## src/rtl/adc_irq_pkg.sv

```systemverilog
package adc_irq_pkg;

    localparam int REG_W      = 8;
    localparam int RESULT_W   = 12;
    localparam int FIELD_W    = 2;
    localparam int CTRL_USED  = 2 * FIELD_W;

    typedef enum logic [FIELD_W-1:0] {
        MODE_DONE  = 2'b00,
        MODE_BELOW = 2'b01,
        MODE_RSVD  = 2'b10,
        MODE_ABOVE = 2'b11
    } irq_mode_e;

    typedef struct packed {
        irq_mode_e          mode;
        logic [FIELD_W-1:0] level;
    } irq_ctrl_t;

    typedef enum logic {
        SEL_CTRL = 1'b0,
        SEL_FLAG = 1'b1
    } reg_sel_e;

    // Decide whether a finished conversion qualifies, given compare results.
    function automatic logic mode_hit(irq_mode_e m, logic lt, logic gt);
        case (m)
            MODE_DONE:  return 1'b1;
            MODE_BELOW: return lt;
            MODE_ABOVE: return gt;
            default:    return 1'b0;
        endcase
    endfunction

endpackage

```

## src/rtl/adc_irq_ctrl_reg.sv

```systemverilog
module adc_irq_ctrl_reg
    import adc_irq_pkg::*;
#(
    parameter int USED_W = CTRL_USED
) (
    input  logic              clk,
    input  logic              rst,
    input  logic              wr_en,
    input  logic [USED_W-1:0] wdata,
    output irq_ctrl_t         ctrl_q
);
    localparam int MODE_LSB = USED_W - FIELD_W;

    always_ff @(posedge clk) begin
        if (rst) begin
            ctrl_q <= '{mode: MODE_DONE, level: '0};
        end else if (wr_en) begin
            ctrl_q.mode  <= irq_mode_e'(wdata[USED_W-1:MODE_LSB]);
            ctrl_q.level <= wdata[FIELD_W-1:0];
        end
    end
endmodule

```

## src/rtl/adc_irq_cmp.sv

```systemverilog
module adc_irq_cmp
    import adc_irq_pkg::*;
#(
    parameter int RES_W = RESULT_W
) (
    input  logic             conv_done,
    input  logic [RES_W-1:0] result,
    input  logic [RES_W-1:0] thresh,
    input  irq_mode_e        mode,
    output logic             set_evt
);
    logic is_lt;
    logic is_gt;

    always_comb begin
        is_lt   = result < thresh;
        is_gt   = result > thresh;
        set_evt = conv_done && mode_hit(mode, is_lt, is_gt);
    end
endmodule

```

## src/rtl/adc_irq_flag.sv

```systemverilog
module adc_irq_flag (
    input  logic clk,
    input  logic rst,
    input  logic set_evt,
    input  logic clr_evt,
    output logic flag_q
);
    logic flag_d;

    always_comb begin
        flag_d = flag_q;
        if (clr_evt) flag_d = 1'b0;
        if (set_evt) flag_d = 1'b1;   // a set in the same cycle overrides a clear
    end

    always_ff @(posedge clk) begin
        if (rst) flag_q <= 1'b0;
        else     flag_q <= flag_d;
    end
endmodule

```

## src/rtl/adc_chan_irq.sv

```systemverilog
module adc_chan_irq
    import adc_irq_pkg::*;
#(
    parameter int RES_W = RESULT_W,
    parameter int DW    = REG_W
) (
    input  logic               clk,
    input  logic               rst,
    input  logic               reg_sel,
    input  logic               reg_wr,
    input  logic [DW-1:0]      reg_wdata,
    output logic [DW-1:0]      reg_rd_data,
    input  logic               conv_done,
    input  logic [RES_W-1:0]   conv_result,
    input  logic [RES_W-1:0]   threshold,
    input  logic               irq_ack,
    output logic               irq_req,
    output logic [FIELD_W-1:0] irq_level
);
    irq_ctrl_t ctrl_q;
    logic      flag_q;
    logic      set_evt;
    logic      clr_evt;
    logic      wr_ctrl;
    logic      wr_flag;

    assign wr_ctrl = reg_wr && (reg_sel_e'(reg_sel) == SEL_CTRL);
    assign wr_flag = reg_wr && (reg_sel_e'(reg_sel) == SEL_FLAG);
    assign clr_evt = irq_ack || (wr_flag && reg_wdata[0]);

    adc_irq_ctrl_reg #(.USED_W(CTRL_USED)) u_ctrl (
        .clk    (clk),
        .rst    (rst),
        .wr_en  (wr_ctrl),
        .wdata  (reg_wdata[CTRL_USED-1:0]),
        .ctrl_q (ctrl_q)
    );

    adc_irq_cmp #(.RES_W(RES_W)) u_cmp (
        .conv_done (conv_done),
        .result    (conv_result),
        .thresh    (threshold),
        .mode      (ctrl_q.mode),
        .set_evt   (set_evt)
    );

    adc_irq_flag u_flag (
        .clk     (clk),
        .rst     (rst),
        .set_evt (set_evt),
        .clr_evt (clr_evt),
        .flag_q  (flag_q)
    );

    always_comb begin
        reg_rd_data = '0;
        if (reg_sel_e'(reg_sel) == SEL_CTRL) reg_rd_data[CTRL_USED-1:0] = ctrl_q;
        else                                 reg_rd_data[0] = flag_q;
    end

    assign irq_req   = flag_q && (ctrl_q.level != '0);
    assign irq_level = ctrl_q.level;
endmodule

```

## config.mk

```make
export PLATFORM = sky130hd
export DESIGN_NAME = adc_chan_irq
export DESIGN_NICKNAME = d
export VERILOG_FILES = /design/src/rtl/adc_irq_pkg.sv /design/src/rtl/adc_irq_ctrl_reg.sv /design/src/rtl/adc_irq_cmp.sv /design/src/rtl/adc_irq_flag.sv /design/src/rtl/adc_chan_irq.sv
export SDC_FILE = /design/constraint.sdc
export NUM_CORES = 1
export LEC_CHECK = 0
export ABC_AREA = 1
export BUFFER_PORTS_ARGS = -buffer_cell sky130_fd_sc_hd__buf_2
export CORE_MARGIN = 2
export CORE_UTILIZATION = 35
export DETAILED_ROUTE_END_ITERATION = 8
export GPL_TIMING_DRIVEN = 1
export PLACE_DENSITY = 0.8
export SLEW_MARGIN = 0
export SYNTH_ARGS = -nofsm -noshare
export SYNTH_HDL_FRONTEND = slang
export SYNTH_SLANG_ARGS = --single-unit
```

## constraint.sdc

```tcl
create_clock -name clk -period 1.33 [get_ports clk]
set_clock_uncertainty 0.2 [all_clocks]
set_input_delay 0.0665 -clock clk [delete_from_list [all_inputs] [get_ports clk]]
set_output_delay 0.0665 -clock clk [all_outputs]
set_load 0.005 [all_outputs]
```

* Yosys cells after proc, flatten, opt, wreduce, memory -nomap -nowiden *
Index checks and enable logic that the tools add are counted.

word-level totals
  output and inout port bits = 11
  RAM bits = 0
  bits in read-only memories = 0
  memories kept = 0
  latch bits = 0
  flip-flop bits (word level) = 5
  logic and storage cells = 22

operators by class
  divide/modulo/power cells = 0
  multiply operators = 0
  reductions and logical operators = 9
  mux-type cells = 5
  shift-type cells = 0
  magnitude comparators = 2
  bitwise logic cells = 1
  add/sub/neg operators = 0
  equality and inequality tests = 2

operators with widths
  cell                  number
  $gt A12 B12 Y1        1
  $lt A12 B12 Y1        1
  $logic_and A1 B1 Y1   5
  $reduce_bool A2 Y1    2
  $mux W1               3
  $mux W3               1
  $pmux W1 S3           1
  $eq A2 B1 Y1 const B  1
  $eq A2 B2 Y1 const B  1
  $logic_not A2 Y1      1
  $logic_or A1 B1 Y1    1
  $not A1 Y1            1

* Logic depth before layout (Yosys ltp) *
Gate-level depths: netlist (run 1).

  word-level depth = 5
  gate-level depth with buffers = 13
  gate-level depth less buffers = 13

* Cells and area by module *
From an unflattened synthesis (run 1), not the netlist that was laid out.

second synthesis, totals
  cells, all modules = 119
  area total of the unflattened synthesis = 694.4 um^2

by module, submodules not included
  module            cells each  sequential area each (um^2)  times used  area an instance (um^2)
  adc_irq_cmp       65          0.0                          1           379.1
  adc_irq_ctrl_reg  26          80.1                         1           172.7
  adc_chan_irq      23          0.0                          1           102.6
  adc_irq_flag      5           20.0                         1           40.0

* Worst setup path after synthesis (run 1) *
Ideal clock, no wire load.

  path kind = input port to flip-flop
  start point = input threshold[11]
  end point = register u_flag.flag_q
  buffers on the path = 0
  slack = 61 ps
  stages = 12
  data arrival time = 1003 ps
  data required time = 1064 ps
  cells stage by stage = inv_1 ha_1 nand2_1 inv_2 nand2_2 nor2_2 nand2_1 nand3_2 nand2_1 nand2_1 nand3_2 a21oi_2

on the way
  longest elaborated chain between the ends = 4
  elaborated cells on any way between the ends = 6
  classes of those cells = 2 x order compare; 2 x mux; 2 x reduce/logical

ends and longest elaborated chain
  element                                                  line                                  text
  start: declaration                                       adc_chan_irq.sv:15                    input logic [RES_W-1:0] threshold,
  $gt A12 B12 Y1 / $lt A12 B12 Y1 (equally long branches)  adc_irq_cmp.sv:17, adc_irq_cmp.sv:16
  $pmux W1 S3 (*)                                          adc_irq_pkg.sv:27                     case (m)
  $logic_and A1 B1 Y1 (*)                                  adc_irq_cmp.sv:18                     set_evt = conv_done && mode_hit(mode, is_lt, is_gt);
  $mux W1 / $reduce_bool A2 Y1 (equally long branches)     -
  end signal: assignment                                   adc_irq_flag.sv:18                    else flag_q <= flag_d;
  end: declaration                                         adc_irq_flag.sv:6                     output logic flag_q

Every way passes the cells marked *; elsewhere a longest branch is shown, timed or not.
A chain may end at the register's enable or synchronous reset.

* Worst setup path in the final report (run 1) *
  start point = register u_ctrl.ctrl_q[0] (netlist name)
  end point = output irq_req

on the way
  longest elaborated chain between the ends = 2

ends and longest elaborated chain
  element              line                text
  $reduce_bool A2 Y1   adc_chan_irq.sv:61  assign irq_req = flag_q && (ctrl_q.level != '0);
  $logic_and A1 B1 Y1  adc_chan_irq.sv:61
  end: declaration     adc_chan_irq.sv:17  output logic irq_req,

Every way passes these cells.

==> results of run 1 <==
==> metal layers <==
metal  wire length [um]  global-route usage, %
met2                846                  29.59
met4                 46                  7.222
met5                  0                      0
met1                566                  16.32
met3                 97                  4.615
==> layout make-up <==
cell class / instances / area, um^2 / share of cell area, %
multi-input cells: 65 / 406.6 / 42.99
inverters: 27 / 101.3 / 10.71
well taps: 25 / 31.28 / 3.307
flip-flops and latches: 5 / 100.1 / 10.58
repair buffers: 48 / 280.3 / 29.63
clock buffers: 4 / 26.28 / 2.778
==> per-stage QoR <==
step	setup slack (ns)	util, %
global placement	-0.06844	48.62
global route	0.04001	54.78
CTS	0.1481	54.78
finish	0.1278	54.78
floorplan	0.06094	-
detailed placement	-0.09017	48.62
==> power breakdown <==
group / switching, mW / internal, mW
clock network: 0.0616 / 0.113
registers: 0.00555 / 0.161
logic: 0.103 / 0.111
total: 0.170 / 0.386
==> placed cells by master, fill, tap and decap left out, drive strengths merged <==
cell	n
dfxtp	5
nand4	1
a311o	1
a211oi	4
nor2	12
dlygate4sd3	8
a21oi	5
clkbuf	4
o21ai	1
conb	4
nand2	21
a21o	1
buf	40
inv	27
ha	12
nand3	3
==> state kept, by name, indices dropped and copies added (netlist names) <==
register	cells
u_flag.flag_q	1
u_ctrl.ctrl_q	4
==> logic make-up after synthesis <==
kind of cell / share of synthesized area [%]
AO/OA/AOI/OAI: 12.67
other: 0.5842
AND/OR/NAND/NOR: 24.95
flip-flops: 15.60
buffers and inverters: 22.81
adder cells (fa/ha/maj): 23.39
==> tightest hold or removal path, stage by stage <==
cell and delay [ns]:
buf_2 0.14, a311o_1 0.20, a21oi_2 0.05
==> how the worst max path moves through the flow <==
stage	to	slack (ns)	cells after the start
floorplan	u_flag.flag_q	0.06	12
global placement	u_flag.flag_q	-0.07	13
detailed placement	u_flag.flag_q	-0.09	13
CTS	u_flag.flag_q	0.15	4
global route	u_flag.flag_q	0.04	13
finish	irq_req	0.13	3
==> results.yml, run 1 <==
floorplanning:
  dieArea_mm2: 0.002193
  pin_count: 49
  initial_core_util_pct: 37.17
  core_area_mm2: 0.001727
  rows: 15
  die_w_um: 46.83
  die_y_um: 46.83
grt:
  first_global_vias: 668
  antenna_found_initial: 0
  grt_overflow: 0
  grt_max_degree: 9
  grt_usage_pct: 15.94
  grt_first_pass_wirelength_um: 2490
worst_setup_path:
  cp.arrival_ns: 0.94
  r2r_end: "u_flag.flag_q"
  cpLargestDelayFamily: "flip-flops"
  critPathMaxFanout: 3
  cp_cell_sequence: "inv_1 > a21oi_1 > buf_2"
  startpoint: "u_ctrl.ctrl_q[0]"
  worstSetupPathType: "reg -> out"
  critPathLaunchType: "register"
  cp_data_required_time_ns: 1.06
  r2r_slack_ns: 0.24
  reg2reg_depth: 3
  slowest_stage: "dfxtp_1"
  crit_buf_inv: 2
  end_kind: "output pin"
  slowest_delay_ns: 0.32
  r2r_start: "u_flag.flag_q"
drt:
  vias: 751
  drc: 0
  dr.pass1.iters: 4
  totalWireLength_um: 1557
  via_per_inst: 4.316
  antenna_left: 0
  wire_per_inst_um: 8.948
  first_iter_violations: 8
cts:
  cts_tree: "yes"
  post_cts_resized: 0
  h-tree-depth: 1
  clock_sinks: 5
  cts_buffers: 3
  root_buffer: "clkbuf_4"
  cts_setup_buffers: 0
  cts_hold_buf: 8
  clkSlewWorstSetupHoldPaths_ns: 0.05
  clk_latency_ns: 0.24
  cts_max_path_buffers: 2
hold_path:
  hp-class: "in -> reg"
  worstHoldStart: "reg_sel"
  hold_depth: 3
  hold_end: "u_flag.flag_q"
logic_synthesis:
  synth.distinct_cells: 19
  synth.top_cell.area_share_pct: 23.39
  synth_most_common_cell: "inv_1"
  ys_warn_count: 0
  synth_area_um2: 641.9
  synth.avg_cell_area_um2: 6.419
  ys_seq_area_share_pct: 15.59
  ys_seq_elements: 5
  synth_top_area_cell: "ha_1"
  async_reset_ff_share_pct: 0
  synth_flop_cell: "dfxtp_1"
  synth_edf_count: 0
  synthTopCellsByCount: "inv_1 (24), nand2_1 (20), ha_1 (12)"
  syn-instance-count: 100
  yosys-top-cells-area: "ha_1 (23%), dfxtp_1 (16%), inv_1 (14%)"
power_and_ir_drop:
  p_total_uw: 556.0
  peakVddDrop_mv: 0.3662
  p_per_area_mw_per_mm2: 587.8
  power.leakage_nw: 0.5920
place:
  post_dp_cell_area_um2: 839.6
  io_buffers: 40
  place_congestion: 0.7110
  dpl.hpwl_um: 1170
  dp_cells: 162
sta:
  fmax_mhz: 831.8
  rsz0062_at_grt: "false"
  maxSlewViolCount: 0
  tns_ns: 0
  whs_ns: 0.07055
  finalCritPeriodShare_pct: 90.39
  hold_violations: 0
  finalSetupViolCount: 0
  fin_crit_ns: 1.202
finish:
  syn2layout_area_growth_pct: 47.37
  n_fill_cell: 179
  final_net_count: 200
  final_cell_area_um2: 945.9
  antenna_cells: 0
  drive_gt1_share_pct: 34.23
  stdcell_count: 174
run:
  maxCapViolCount: 0
run_status:
  status: "finished, final reports clean"
(Power assumes the default switching activity.)
==> run 2, diff against run 1 <==
--- a/config.mk
+++ b/config.mk
@@ -10,8 +10,10 @@
 export CORE_MARGIN = 2
 export CORE_UTILIZATION = 35
 export DETAILED_ROUTE_END_ITERATION = 8
+export GPL_ROUTABILITY_DRIVEN = 0
 export GPL_TIMING_DRIVEN = 1
 export PLACE_DENSITY = 0.8
+export SKIP_CTS_REPAIR_TIMING = 1
 export SLEW_MARGIN = 0
 export SYNTH_ARGS = -nofsm -noshare
 export SYNTH_HDL_FRONTEND = slang
==> constraint.sdc (replaced) <==
create_clock -name clk -period 1.33 [get_ports clk]
set_clock_uncertainty 0.2 [all_clocks]
set_input_delay 0.0665 -clock clk [delete_from_list [all_inputs] [get_ports clk]]
set_output_delay 0.0665 -clock clk [all_outputs]
set_load 0.01 [all_outputs]
==> results.yml, run 2 (synthesis results as in run 1) <==
floorplanning:
  rows: 15
  die_y_um: 46.83
  core_area_mm2: 0.001727
  initial_core_util_pct: 37.17
  die_w_um: 46.83
  dieArea_mm2: 0.002193
  pin_count: 49
grt:
  grt_max_degree: 9
  antenna_found_initial: 0
  grt_first_pass_wirelength_um: 2070
  grt_overflow: 0
  first_global_vias: 574
  grt_usage_pct: 13.05
finish:
  final_net_count: 200
  biggestRegsByFlops: "u_ctrl.ctrl_q: 4 flops, u_flag.flag_q: 1 flops"
  fin_util_pct: 54.78
  mostFrequentLayoutCells: "buf_2 (40), inv_1 (24), nand2_1 (20)"
  drive_gt1_share_pct: 34.23
  regMostFlops: "u_ctrl.ctrl_q"
  syn2layout_area_growth_pct: 47.37
  largest_reg_flops: 4
  final_common_cell: "buf_2"
  antenna_cells: 0
worst_setup_path:
  end_kind: "register"
  cp_data_required_time_ns: 1.28
  critPathLaunchType: "primary input"
  crit_buf_inv: 4
  slowest_delay_ns: 0.53
  critPathMaxFanout: 8
  slowest_stage: "dlygate4sd3_1"
  cp.arrival_ns: 1.14
  cp_cell_sequence: "dlygate4sd3_1 > buf_2 > inv_1 > nor2_1 > inv_2 > nor2_1 > a211oi_1"
  cpLargestDelayFamily: "buffers and inverters"
  worstSetupPathType: "in -> reg"
  cp_common_cell: "nor2_1"
sta:
  rsz0062_at_grt: "false"
  fin_crit_ns: 1.188
  hold_violations: 0
  fmax_mhz: 841.5
  finalCritPeriodShare_pct: 89.35
  finalSetupViolCount: 0
  maxSlewViolCount: 0
cts:
  cts_buffers: 3
  cts_tree: "yes"
  h-tree-depth: 1
  root_buffer: "clkbuf_4"
  clock_sinks: 5
  clkSlewWorstSetupHoldPaths_ns: 0.04
  cts_max_path_buffers: 2
  clk_latency_ns: 0.24
drt:
  wire_per_inst_um: 8.994
  drc: 0
  totalWireLength_um: 1565
  vias: 740
  first_iter_violations: 10
  antenna_left: 0
  via_per_inst: 4.253
  dr.pass1.iters: 4
hold_path:
  hp-class: "in -> reg"
place:
  dpl.hpwl_um: 1170
  io_buffers: 40
power_and_ir_drop:
  power.leakage_nw: 0.5920
  p_per_area_mw_per_mm2: 595.9
  peakVddDrop_mv: 0.3647
  p_total_uw: 563.7
run:
  maxCapViolCount: 0
run_status:
  status: "finished, final reports clean"
-- run 2: cell counts in the layout (fill, tap and decap cells not counted) --
Identical to the previous run, type by type.
-- run 2: power by group --
group | total, mW | internal, mW | switching [mW]
combinational | 0.221 | 0.111 | 0.110
clock | 0.176 | 0.113 | 0.0623
sequential | 0.167 | 0.161 | 0.00555
-- run 2: area by class of cell --
class	count	area (um^2)
timing repair buffer	48	280.3
inverter	27	101.3
sequential	5	100.1
multi-input combinational	65	406.6
fill	177	780.7
tap	25	31.28
clock buffer	4	26.28
-- run 2: metrics by stage --
stage	cell area [um^2]	setup WS, ns	TNS [ns]	hold slack (ns)	std cells
6_report	945.9	0.1417	0	0.06399	174
5_1_grt	945.9	0.03241	0	0.08424	174
4_1_cts	865.8	0.1539	0	-0.1572	166
3_5_place_dp	839.6	-0.09017	-0.09017	0.09686	162
3_3_place_gp	839.6	-0.06844	-0.06844	0.09309	162
2_1_floorplan	653.1	0.06094	0	-0.07106	103
-- run 2: final timing paths --
path	start	to	slack (ns)	cells after the start
worst max-delay path	reg_wr	u_ctrl.ctrl_q[0]	0.14	7
worst min-delay path	reg_sel	u_flag.flag_q	0.06	3
worst max register to register	u_flag.flag_q	u_flag.flag_q	0.23	3
worst min register to register	u_ctrl.ctrl_q[0]	u_ctrl.ctrl_q[0]	0.30	2
-- run 2: worst reg2reg max path: cells and delay by family, from the launching register on --
family                 cells  cell delay [ns]
AO/OA/AOI/OAI              2             0.45
flip-flops                 1             0.32
buffers and inverters      1             0.06
-- run 2: per-layer routing --
layer / vias up / routed length (um) / track usage, %
met1: 309 / 602 / 14.48
met3: 2 / 99 / 3.462
li1: 398 / - / -
met2: 31 / 852 / 24.38
met4: 0 / 10 / 3.333
met5: - / 0 / 0
==> run 3, diff against run 2 <==
--- a/config.mk
+++ b/config.mk
@@ -12,7 +12,7 @@
 export DETAILED_ROUTE_END_ITERATION = 8
 export GPL_ROUTABILITY_DRIVEN = 0
 export GPL_TIMING_DRIVEN = 1
-export PLACE_DENSITY = 0.8
+export PLACE_DENSITY = 0.75
 export SKIP_CTS_REPAIR_TIMING = 1
 export SLEW_MARGIN = 0
 export SYNTH_ARGS = -nofsm -noshare
==> results.yml, run 3 (synthesis results as in run 1) <==
run_status:
  status: "finished with violations"
  violations: "negative hold slack"
place:
  dp_cells: 162
  dpl.hpwl_um: 1181
  post_dp_cell_area_um2: 839.6
  io_buffers: 40
finish:
  drive_gt1_share_pct: 35.14
  n_fill_cell: 180
  final_common_cell: "buf_2"
  antenna_cells: 0
  final_cell_area_um2: 943.4
  largest_reg_flops: 4
  mostFrequentLayoutCells: "buf_2 (40), inv_1 (24), nand2_1 (19)"
  regMostFlops: "u_ctrl.ctrl_q"
  final_net_count: 199
  biggestRegsByFlops: "u_ctrl.ctrl_q: 4 flops, u_flag.flag_q: 1 flops"
  stdcell_count: 173
  syn2layout_area_growth_pct: 46.98
cts:
  cts_max_path_buffers: 2
  h-tree-depth: 1
  root_buffer: "clkbuf_4"
  clk_latency_ns: 0.24
  clkSlewWorstSetupHoldPaths_ns: 0.04
  cts_tree: "yes"
  clock_sinks: 5
  cts_buffers: 3
sta:
  hold_violations: 1
  finalCritPeriodShare_pct: 90.56
  whs_ns: -0.01222
  fin_crit_ns: 1.204
  rsz0062_at_grt: "false"
  finalSetupViolCount: 0
  maxSlewViolCount: 0
  fmax_mhz: 830.3
hold_path:
  hp-class: "in -> reg"
grt:
  grt_max_degree: 9
  grt_first_pass_wirelength_um: 2090
  grt_usage_pct: 13.19
  grt_overflow: 0
  antenna_found_initial: 0
  first_global_vias: 603
floorplanning:
  rows: 15
  dieArea_mm2: 0.002193
  pin_count: 49
  core_area_mm2: 0.001727
  die_y_um: 46.83
  initial_core_util_pct: 37.17
  die_w_um: 46.83
worst_setup_path:
  slowest_stage: "ha_1"
  critPathLaunchType: "primary input"
  cp_common_cell: "nand2_1"
  end_kind: "register"
  slowest_delay_ns: 0.30
  cp.arrival_ns: 1.18
  worstSetupPathType: "in -> reg"
  critPathMaxFanout: 3
  cp_data_required_time_ns: 1.30
  cp_cell_sequence: "buf_2 > inv_1 > ha_1 > nand4_1 > nor2_4 > nand2_1 > nand3_2 > nand2_1 > nand2_1 > nand3_2 > a21oi_2"
drt:
  antenna_left: 0
  via_per_inst: 4.243
  vias: 734
  wire_per_inst_um: 8.353
  dr.pass1.iters: 4
  totalWireLength_um: 1445
  drc: 0
  first_iter_violations: 7
power_and_ir_drop:
  peakVddDrop_mv: 0.3149
  power.leakage_nw: 0.5884
  p_per_area_mw_per_mm2: 596.5
run:
  maxCapViolCount: 0
## run 3: changes by cell type in the layout (fill, tap and decap cells not counted), sizes merged
| cell | before | now |
|---|---|---|
| dlygate4sd3 | 8 | 7 |
## run 3: layer usage
metal	track usage (%)	part of all wire [%]
met5	0	0
met1	13.30	38
met2	25.48	56
met4	5.000	1.2
met3	3.462	5.3
## run 3: critical path, delay by kind of cell
family                     cells  cell delay, ns
adders and majority gates      1            0.30
and+or+nand+nor                7            0.60
buffers and inverters          2            0.10
AOI/OAI and AO/OA              1            0.11
## run 3: stage by stage
step	utilization [%]	power (mW)	setup TNS [ns]	worst slack, ns
floorplan	-	0.3026	0	0.06094
global placement	48.62	0.3645	-0.06393	-0.06393
detailed placement	48.62	0.3718	-0.1169	-0.1169
CTS	50.14	0.5500	0	0.1255
global route	54.64	0.6190	0	0.004166
finish	54.64	0.5628	0	0.1256
## run 3: power breakdown
group | total (mW) | internal [mW] | switching (mW)
registers | 0.167 | 0.161 | 0.00598
clock network | 0.174 | 0.113 | 0.0607
logic | 0.222 | 0.111 | 0.111
## run 3: worst paths after layout
kind | slack, ns | end | cells past startpoint | from
worst max-delay path | 0.13 | u_flag.flag_q | 11 | threshold[7]
worst min-delay path | -0.01 | u_flag.flag_q | 3 | reg_wr
worst max register to register | 0.24 | u_flag.flag_q | 3 | u_flag.flag_q
worst min register to register | 0.31 | u_ctrl.ctrl_q[0] | 2 | u_ctrl.ctrl_q[0]
## run 3: final cells by class
class	instances	area [um^2]	area share [%]
Multi-Input combinational cell	65	414.1	43.90
Timing Repair Buffer	47	270.3	28.65
Inverter	27	101.3	10.74
Sequential cell	5	100.1	10.61
Tap cell	25	31.28	3.316
Clock buffer	4	26.28	2.785
